File: src/rtl/prv_win_pkg.sv
`timescale 1ns/1ps
package prv_win_pkg;
   localparam int MAXC     = 4;            // CPU windows the address map provides
   localparam int CPU_W    = 2;
   localparam int SLOT_N   = 2 * MAXC;
   localparam int SLOT_W   = 3;
   localparam int PPI_W    = 32;           // private interrupt lines per CPU
   localparam int TMR_PPI  = 29;
   localparam int WDG_PPI  = 30;
   localparam int OFS_W    = 12;

   localparam logic [OFS_W-1:0] SCU_CTRL = 12'h000;
   localparam logic [OFS_W-1:0] SCU_CFG  = 12'h004;
   localparam logic [OFS_W-1:0] SCU_STAT = 12'h008;
   localparam logic [OFS_W-1:0] SCU_INV  = 12'h00C;

   localparam logic [OFS_W-1:0] GIC_OWN  = 12'h100;
   localparam logic [OFS_W-1:0] GIC_EXP  = 12'h200;
   localparam logic [OFS_W-1:0] TMR_OWN  = 12'h600;
   localparam logic [OFS_W-1:0] TMR_EXP  = 12'h700;
   localparam logic [OFS_W-1:0] MAP_END  = 12'hB00;

   typedef enum logic [2:0] {
      TGT_NONE,
      TGT_SCU,
      TGT_GIC,
      TGT_TMR,
      TGT_DROP,
      TGT_BAD
   } tgt_e;
endpackage

File: src/rtl/prv_win_region.sv
`timescale 1ns/1ps
module prv_win_region
   import prv_win_pkg::*;
#(
   parameter int NUM_CPU = 4
) (
   input  logic              valid,
   input  logic              write,
   input  logic [OFS_W-1:0]  ofs,
   input  logic [CPU_W-1:0]  cpu,
   output tgt_e              kind,
   output logic [CPU_W-1:0]  tgt_cpu,
   output logic [SLOT_W-1:0] slot,
   output logic [7:0]        loc_ofs
);
   localparam logic [3:0] GIC_BASE_NIB = GIC_EXP[11:8];
   localparam logic [3:0] TMR_BASE_NIB = TMR_EXP[11:8];

   logic [3:0]       nib;
   logic [3:0]       gic_rel;
   logic [3:0]       tmr_rel;
   logic             scu_legal;
   logic [CPU_W-1:0] res_cpu;
   logic             cpu_ok;

   assign nib     = ofs[11:8];
   assign gic_rel = nib - GIC_BASE_NIB;
   assign tmr_rel = nib - TMR_BASE_NIB;

   always_comb begin
      if (write) scu_legal = (ofs == SCU_CTRL) || (ofs == SCU_INV);
      else       scu_legal = (ofs == SCU_CTRL) || (ofs == SCU_CFG) ||
                             (ofs == SCU_STAT) || (ofs == SCU_INV);
   end

   always_comb begin
      if (ofs < TMR_OWN) res_cpu = (ofs < GIC_EXP) ? cpu : gic_rel[CPU_W-1:0];
      else               res_cpu = (ofs < TMR_EXP) ? cpu : tmr_rel[CPU_W-1:0];
   end

   assign cpu_ok = ({1'b0, res_cpu} < (CPU_W+1)'(NUM_CPU));

   always_comb begin
      kind    = TGT_NONE;
      tgt_cpu = res_cpu;
      slot    = {res_cpu, ofs[5]};
      loc_ofs = 8'h00;
      if (valid) begin
         if (ofs < GIC_OWN) begin
            kind    = scu_legal ? TGT_SCU : TGT_BAD;
            loc_ofs = ofs[7:0];
         end else if (ofs < TMR_OWN) begin
            kind    = cpu_ok ? TGT_GIC : TGT_DROP;
            loc_ofs = ofs[7:0];
         end else if (ofs < MAP_END) begin
            kind    = cpu_ok ? TGT_TMR : TGT_DROP;
            loc_ofs = {4'h0, ofs[3:0]};
         end else begin
            kind    = TGT_BAD;
         end
      end
   end
endmodule

File: src/rtl/prv_win_scu.sv
`timescale 1ns/1ps
module prv_win_scu
   import prv_win_pkg::*;
#(
   parameter int NUM_CPU = 4,
   parameter int DATA_W  = 32
) (
   input  logic              clk,
   input  logic              rst_n,
   input  logic              wr_en,
   input  logic [7:0]        ofs,
   input  logic              wbit,
   output logic [DATA_W-1:0] rdata
);
   logic             ctrl_q;
   logic [DATA_W-1:0] cfg_word;

   generate
      for (genvar i = 0; i < DATA_W; i++) begin : g_cfg
         if (i >= 4 && i < 4 + MAXC) begin : g_mask
            assign cfg_word[i] = ((i - 4) < NUM_CPU);
         end else if (i < CPU_W) begin : g_cnt
            assign cfg_word[i] = ((NUM_CPU - 1) >> i) & 1;
         end else begin : g_zero
            assign cfg_word[i] = 1'b0;
         end
      end
   endgenerate

   always_ff @(posedge clk or negedge rst_n) begin
      if (!rst_n)     ctrl_q <= 1'b0;
      else if (wr_en) ctrl_q <= wbit;
   end

   always_comb begin
      unique case (ofs)
         SCU_CTRL[7:0]: rdata = {{(DATA_W-1){1'b0}}, ctrl_q};
         SCU_CFG[7:0]:  rdata = cfg_word;
         default:       rdata = '0;
      endcase
   end
endmodule

File: src/rtl/prv_win_ppi.sv
`timescale 1ns/1ps
module prv_win_ppi
   import prv_win_pkg::*;
#(
   parameter int NUM_CPU = 4
) (
   input  logic                  clk,
   input  logic                  rst_n,
   input  logic [SLOT_N-1:0]     fire,
   output logic [MAXC*PPI_W-1:0] pend
);
   generate
      for (genvar c = 0; c < MAXC; c++) begin : g_cpu
         if (c < NUM_CPU) begin : g_live
            logic tmr_q, wdg_q;
            always_ff @(posedge clk or negedge rst_n) begin
               if (!rst_n) begin
                  tmr_q <= 1'b0;
                  wdg_q <= 1'b0;
               end else begin
                  tmr_q <= fire[2*c];
                  wdg_q <= fire[2*c+1];
               end
            end
            always_comb begin
               pend[c*PPI_W +: PPI_W]          = '0;
               pend[c*PPI_W + TMR_PPI]          = tmr_q;
               pend[c*PPI_W + WDG_PPI]          = wdg_q;
            end
         end else begin : g_absent
            logic unused_fire;
            assign unused_fire = fire[2*c] ^ fire[2*c+1];
            assign pend[c*PPI_W +: PPI_W] = '0;
         end
      end
   endgenerate
endmodule

File: src/rtl/prv_win_decode.sv
`timescale 1ns/1ps
module prv_win_decode
   import prv_win_pkg::*;
#(
   parameter int NUM_CPU = 4,
   parameter int ADDR_W  = 32,
   parameter int DATA_W  = 32
) (
   input  logic                  clk,
   input  logic                  rst_n,
   input  logic                  req_valid,
   input  logic                  req_write,
   input  logic [ADDR_W-1:0]     req_addr,
   input  logic [DATA_W-1:0]     req_wdata,
   input  logic [1:0]            req_cpu,
   output logic                  gic_sel,
   output logic [1:0]            gic_cpu,
   output logic [7:0]            gic_off,
   input  logic [DATA_W-1:0]     gic_rdata,
   output logic                  tmr_sel,
   output logic [2:0]            tmr_slot,
   output logic [3:0]            tmr_off,
   input  logic [DATA_W-1:0]     tmr_rdata,
   output logic                  fwd_write,
   output logic [DATA_W-1:0]     fwd_wdata,
   output logic                  rsp_valid,
   output logic [DATA_W-1:0]     rsp_rdata,
   output logic                  bad_access,
   input  logic [7:0]            tmr_fire,
   output logic [127:0]          ppi_pend
);
   initial begin
      if (NUM_CPU < 1 || NUM_CPU > MAXC)
         $error("prv_win_decode: NUM_CPU must lie in 1..%0d", MAXC);
      if (ADDR_W < OFS_W)
         $error("prv_win_decode: ADDR_W must cover the 12-bit window");
      if (DATA_W < 8)
         $error("prv_win_decode: DATA_W too narrow for configuration word");
   end

   tgt_e              kind;
   logic [CPU_W-1:0]  tgt_cpu;
   logic [SLOT_W-1:0] slot;
   logic [7:0]        loc_ofs;
   logic [DATA_W-1:0] scu_rdata;
   logic [DATA_W-1:0] rd_mux;
   logic              unused_addr_hi;

   assign unused_addr_hi = ^req_addr[ADDR_W-1:OFS_W];

   prv_win_region #(.NUM_CPU(NUM_CPU)) u_region (
      .valid   (req_valid),
      .write   (req_write),
      .ofs     (req_addr[OFS_W-1:0]),
      .cpu     (req_cpu),
      .kind    (kind),
      .tgt_cpu (tgt_cpu),
      .slot    (slot),
      .loc_ofs (loc_ofs)
   );

   prv_win_scu #(.NUM_CPU(NUM_CPU), .DATA_W(DATA_W)) u_scu (
      .clk   (clk),
      .rst_n (rst_n),
      .wr_en (kind == TGT_SCU && req_write && loc_ofs == SCU_CTRL[7:0]),
      .ofs   (loc_ofs),
      .wbit  (req_wdata[0]),
      .rdata (scu_rdata)
   );

   prv_win_ppi #(.NUM_CPU(NUM_CPU)) u_ppi (
      .clk   (clk),
      .rst_n (rst_n),
      .fire  (tmr_fire),
      .pend  (ppi_pend)
   );

   assign gic_sel   = (kind == TGT_GIC);
   assign gic_cpu   = tgt_cpu;
   assign gic_off   = loc_ofs;
   assign tmr_sel   = (kind == TGT_TMR);
   assign tmr_slot  = slot;
   assign tmr_off   = loc_ofs[3:0];
   assign fwd_write = req_write;
   assign fwd_wdata = req_wdata;

   always_comb begin
      rd_mux = '0;
      if (!req_write) begin
         unique case (kind)
            TGT_SCU: rd_mux = scu_rdata;
            TGT_GIC: rd_mux = gic_rdata;
            TGT_TMR: rd_mux = tmr_rdata;
            default: rd_mux = '0;
         endcase
      end
   end

   always_ff @(posedge clk or negedge rst_n) begin
      if (!rst_n) begin
         rsp_valid  <= 1'b0;
         rsp_rdata  <= '0;
         bad_access <= 1'b0;
      end else begin
         rsp_valid  <= req_valid;
         rsp_rdata  <= rd_mux;
         bad_access <= (kind == TGT_BAD);
      end
   end
endmodule

File: config.mk
export PLATFORM = sky130hd
export DESIGN_NAME = prv_win_decode
export DESIGN_NICKNAME = d
export VERILOG_FILES = /design/src/rtl/prv_win_pkg.sv /design/src/rtl/prv_win_region.sv /design/src/rtl/prv_win_scu.sv /design/src/rtl/prv_win_ppi.sv /design/src/rtl/prv_win_decode.sv
export SDC_FILE = /design/constraint.sdc
export NUM_CORES = 1
export LEC_CHECK = 0
export CAP_MARGIN = 20
export CORE_AREA = 8 8 132 134
export DETAILED_ROUTE_END_ITERATION = 6
export DIE_AREA = 0 0 140 142
export PLACE_DENSITY = 0.73
export SYNTH_ARGS = -nofsm -noshare
export SYNTH_HDL_FRONTEND = slang
export SYNTH_HIERARCHICAL = 1
export SYNTH_SLANG_ARGS = --single-unit
File: constraint.sdc
create_clock -name clk -period 2.6 [get_ports clk]
set_input_delay 0.52 -clock clk [delete_from_list [all_inputs] [get_ports clk]]
set_output_delay 0.52 -clock clk [all_outputs]
set_load 0.02 [all_outputs]
Yosys cells after proc, flatten, opt, wreduce, memory -nomap -nowiden
Index checks and enable logic that the tools add are counted.

Bits in registers: 43. Word-level logic and storage cells: 51.

Add/sub/neg operators: 2. Order comparisons: 5. Equal/unequal tests: 8. Muxes and demuxes: 16. Reduce and logical (&&, ||, !) cells: 8.

Operators by type and width (count): case mux 32 bit (3 select lines) (1); two-way mux 32 bit (1); == test 12 x 4 -> 1 bit (second input constant) (2); < comparator 12 x 11 -> 1 bit (second input constant) (2); two-way mux 8 bit (3); case mux 8 bit (2 select lines) (1); two-way mux 3 bit (5); == test 12 x 3 -> 1 bit (second input constant) (1); logical NOT 12 bit (1); < comparator 12 x 10 -> 1 bit (second input constant) (1); < comparator 12 bit (second input constant) (1); < comparator 12 x 9 -> 1 bit (second input constant) (1); == test 8 x 3 -> 1 bit (second input constant) (1); logical NOT 8 bit (1); == test 3 x 2 -> 1 bit (second input constant) (2); two-way mux 2 bit (3); logical OR 1 bit (4); two-way mux 4 bit (1); subtractor 2 bit (second input constant) (2); == test 3 x 1 -> 1 bit (second input constant) (1); == test 3 bit (second input constant) (1); logical AND 1 bit (2); two-way mux 1 bit (1).

Longest topological paths before layout
Depth in word-level cells: 11. Mapped depth: 10. Gate-level depth less buffers: 8.

By module
The synthesis kept the hierarchy.

Modules (own cells, without submodules): prv_win_decode (times used 1, cells each 195, area an instance 2230.9 µm², sequential area each 850.8 µm²); prv_win_ppi (times used 1, cells each 137, area an instance 1164.9 µm², sequential area each 200.2 µm²); prv_win_region (times used 1, cells each 49, area an instance 319.1 µm², sequential area each 0.0 µm²); prv_win_scu (times used 1, cells each 39, area an instance 310.3 µm², sequential area each 25.0 µm²).

Least setup slack after synthesis
OpenSTA, ideal clock, no wires.

Path kind: input to output. Start point: input req_addr[9]. End point: output gic_sel. Arrival time: 2.178 ns. Required time: 2.080 ns. Path slack: -0.098 ns. Stages on the path: 7. Buffers on the path: 1. Cell sequence: buf_2 -> inv_1 -> ha_1 -> or4b_4 -> nor4_2 -> a31oi_1 -> nor3b_1.

Word-level cells in the longest chain between the ends: 9. Elaborated cells between the ends (all ways): 18.

RTL lines: from (decl) (line prv_win_decode.sv:13) `input logic [ADDR_W-1:0] req_addr,`; parallel branches: the longest is 6 deep, another holds < comparator 12 bit; two-way mux 3 bit (*) (line prv_win_region.sv:49) `if (ofs < GIC_OWN) begin`; two-way mux 3 bit (*) (line prv_win_region.sv:48) `if (valid) begin`; named net kind[2] (line prv_win_decode.sv:41) `tgt_e kind;`; == test 3 x 2 -> 1 bit (*) (line prv_win_decode.sv:78) `assign gic_sel = (kind == TGT_GIC);`; to (decl) (line prv_win_decode.sv:16) `output logic gic_sel,`.

Mark *: on every way through the listed nets, which the timed path passes.

Worst setup path after layout
Start point: input req_addr[6]. End point: output gic_sel.

Same word-level chain as after synthesis.

==> results.py <==
metrics = {
    "layout": {
        "final_cell_mix": "conb_1, clkdlybuf4s50_1, dfrtp_1",
        "final_layout_size_suffix_gt1_share_pct": 20.8,
        "seqCellArea_um2": 1080,
        "final_nets": 697,
        "area_growth_pct": 35.6,
        "n_antenna_cell": 0,
        "multiInputGateArea_um2": 1910,
        "layout_commonest_cell": "conb_1",
        "n_fill_cell": 1571,
        "instances_no_fill": 745,
    },
    "timing": {
        "finalSetupTns_ns": -0.0806,
        "hold_violations": 0,
        "whs_ns": 0.142,
        "setup_viol": 1,
        "rsz0062_at_grt": "true",
        "max_freq_mhz": 373,
        "min_period_ns": 2.68,
        "post-route-period-util_pct": 103,
        "setup_ws_ns": -0.0806,
        "fin_skew_ns": 0.0000437,
        "drv_slew": 0,
    },
    "die": {
        "dieWidth_um": 140,
        "die_y_um": 142,
        "die-area_um2": 19900,
        "ios": 356,
        "rows": 46,
        "core_um2": 15400,
        "start_util_pct": 26.1,
    },
    "critical_path": {
        "reg2reg_slack_ns": 1.68,
        "cp.required_ns": 2.08,
        "r2r-start": "u_scu/ctrl_q",
        "start_kind": "primary input",
        "cp_max_fo": 2,
        "critPathArrivalTime_ns": 2.16,
        "critical_path_class": "primary input to output pin",
        "timing.rr.end": "rsp_rdata[0]",
        "cp-end-kind": "output pin",
        "slowest_stage": "or4b_4",
        "path_buf_inv": 3,
        "rr_worst_depth": 4,
        "cpPeakStageDelay_ns": 0.53,
        "crit_chain": "dlygate4sd2_1 -> or4b_4 -> nor4_4 -> a31oi_1 -> buf_4 -> nor3b_4 -> buf_6",
        "cp_top_family": "simple AND/OR/NAND/NOR gates",
    },
    "logic_synthesis": {
        "synth_top_cell_area_share_pct": 38.0,
        "synth_area_leaders": "buf_4, dfrtp_1, a211oi_2",
        "ys_seq_elements": 43,
        "syn_area_per_cell_um2": 9.58,
        "yosysUniqueCellTypes": 40,
        "synth_edf_count": 0,
        "synth-async-reset-ratio_pct": 100,
        "yosysTopAreaCell": "buf_4",
        "yosysWarningCount": 6,
        "ys_seq_area_share_pct": 26.7,
        "syn_inst": 420,
        "synth_area_um2": 4030,
        "synth_ff_type": "dfrtp_1",
    },
    "power_and_ir_drop": {
        "power_frac_clock_pct": 33.1,
        "p_int_uw": 1640,
        "seqPwrFrac_pct": 30.2,
        "p_per_area_nw_per_um2": 438,
        "p_sw_uw": 751,
        "p_leak_uw": 0.00249,
        "p_comb_share_pct": 36.7,
        "p_total_uw": 2390,
        "power_switching_share_pct": 31.4,
        "ir_worst_vdd_mv": 0.214,
    },
    "drt": {
        "drt-vias-per-instance": 3.79,
        "drc": 0,
        "initialDrtViolationCount": 64,
        "routed_wl_um": 12400,
        "routedWlPerCell_um": 16.6,
        "ant_nets": 0,
        "drt_pre_antenna_iters": 4,
        "vias": 2820,
    },
    "grt": {
        "antenna_found_initial": 0,
        "overflow": 0,
        "grt_pass1_wl_um": 18200,
        "grt_max_degree": 48,
        "grt_pass1_vias": 3090,
        "track_usage_pct": 11.9,
    },
    "place": {
        "io_buffer_count": 153,
        "place.gp.congestion": 0.764,
        "dp_cells": 724,
        "hpwl_um": 10200,
        "preCtsSetupSlack_ns": -1.08,
    },
    "cts": {
        "root_buffer": "clkbuf_16",
        "cts_sinks": 43,
        "clockBufferDepth": 2,
        "cts_max_level": 2,
        "cts.reportedPaths.clkPinSlew_ns": 0.06,
        "hold_buffers": 0,
        "tritoncts": "done",
        "cts_made_buffers": 5,
        "clock_latency_ns": 0.28,
    },
    "outcome": {
        "violations": "setup timing",
        "status": "finished, violations left",
    },
    "worst_hold_path": {
        "worst_hold_path_type": "primary input to async pin",
    },
    "job": {
        "max_cap_violations": 0,
    },
}
[state kept, by name, summed over array words and instances (netlist names)]
signal	flops
rsp_rdata	32
u_ppi/g_cpu.g_live.tmr_q	4
u_ppi/g_cpu.g_live.wdg_q	4
bad_access	1
rsp_valid	1
u_scu/ctrl_q	1
[cells by family (layout without fill, tap and decap cells)]
kind of cell	after synthesis	in the layout	synth area share, %
AO/OA/AOI/OAI	77	78	15.9
XOR/XNOR	1	1	0.218
adder cells (fa/ha/maj)	3	3	0.933
buffers and inverters	225	213	41.6
flip-flops	43	43	26.7
multiplexers	34	34	8.49
other	2	146	0.187
AND/OR/NAND/NOR	35	35	5.97
[metrics by stage]
step	cell area (um^2)	util (%)
finish	5460	35.4
global route	5460	35.4
CTS	5430	35.2
detailed placement	4990	32.4
global placement	4990	32.4
floorplan	4570	-
[metal layers]
layer | GRT usage, % | up-vias | share of wire, %
met2 | 20.8 | 197 | 48
met5 | 0 | - | 0
met1 | 12.6 | 1256 | 39
met3 | 4.76 | 24 | 10
met4 | 4.74 | 0 | 2.6
li1 | - | 1343 | -
[worst max path at each step]
stage / start / to / slack, ns / cells after the start
global placement: req_addr[8] / tmr_sel / -1.08 / 8
floorplan: req_addr[9] / gic_sel / 0.09 / 7
finish: req_addr[6] / gic_sel / -0.08 / 7
global route: req_addr[6] / gic_sel / -0.20 / 7
detailed placement: req_addr[9] / tmr_sel / -1.08 / 8
CTS: req_addr[9] / gic_sel / -0.32 / 9
[cell usage after synthesis, types with 2 or more instances]
cell      instances
nor3_2            2
nor2_1            7
and3_1            9
nor3b_1           2
o21ai_0           2
buf_6             6
ha_1              3
a21oi_1          35
clkbuf_1          3
mux2i_1          33
buf_2             7
a211oi_1          2
nand2_1           3
conb_1            2
inv_1             4
and3b_1           2
dfrtp_1          43
buf_4           204
a211oi_2         30
[worst reg2reg max path, delay by kind of cell (launching register included)]
family | cells | cell delay [ns]
DFF | 1 | 0.35
AOI/OAI and AO/OA | 1 | 0.24
and+or+nand+nor | 2 | 0.15
muxes | 1 | 0.09
[power by group through the flow]
stage          sequential (uW)  clock [uW]  combinational, uW
2_1_floorplan              766           0                695
3_3_place_gp               732           0                809
3_5_place_dp               733           0                816
4_1_cts                    721         814                875
5_1_grt                    724         843                946
6_report                   721         792                877
[cell type report]
type / count / share of cell area (%)
Timing Repair Buffer: 201 / 36.9
Clock buffer: 6 / 2.36
Sequential cell: 43 / 19.7
Inverter: 4 / 0.459
Tap cell: 192 / 4.40
Multi-Input combinational cell: 297 / 35.0
Clock inverter: 2 / 1.10
[repair_timing]
item / CTS / global route
endpoints found under the setup margin: 51 / 37
gates cloned: 4 / 0
gates resized for setup: 68 / 12
pin swaps: 7 / 5
buffers inserted: 9 / 2
(Power assumes the default switching activity.)
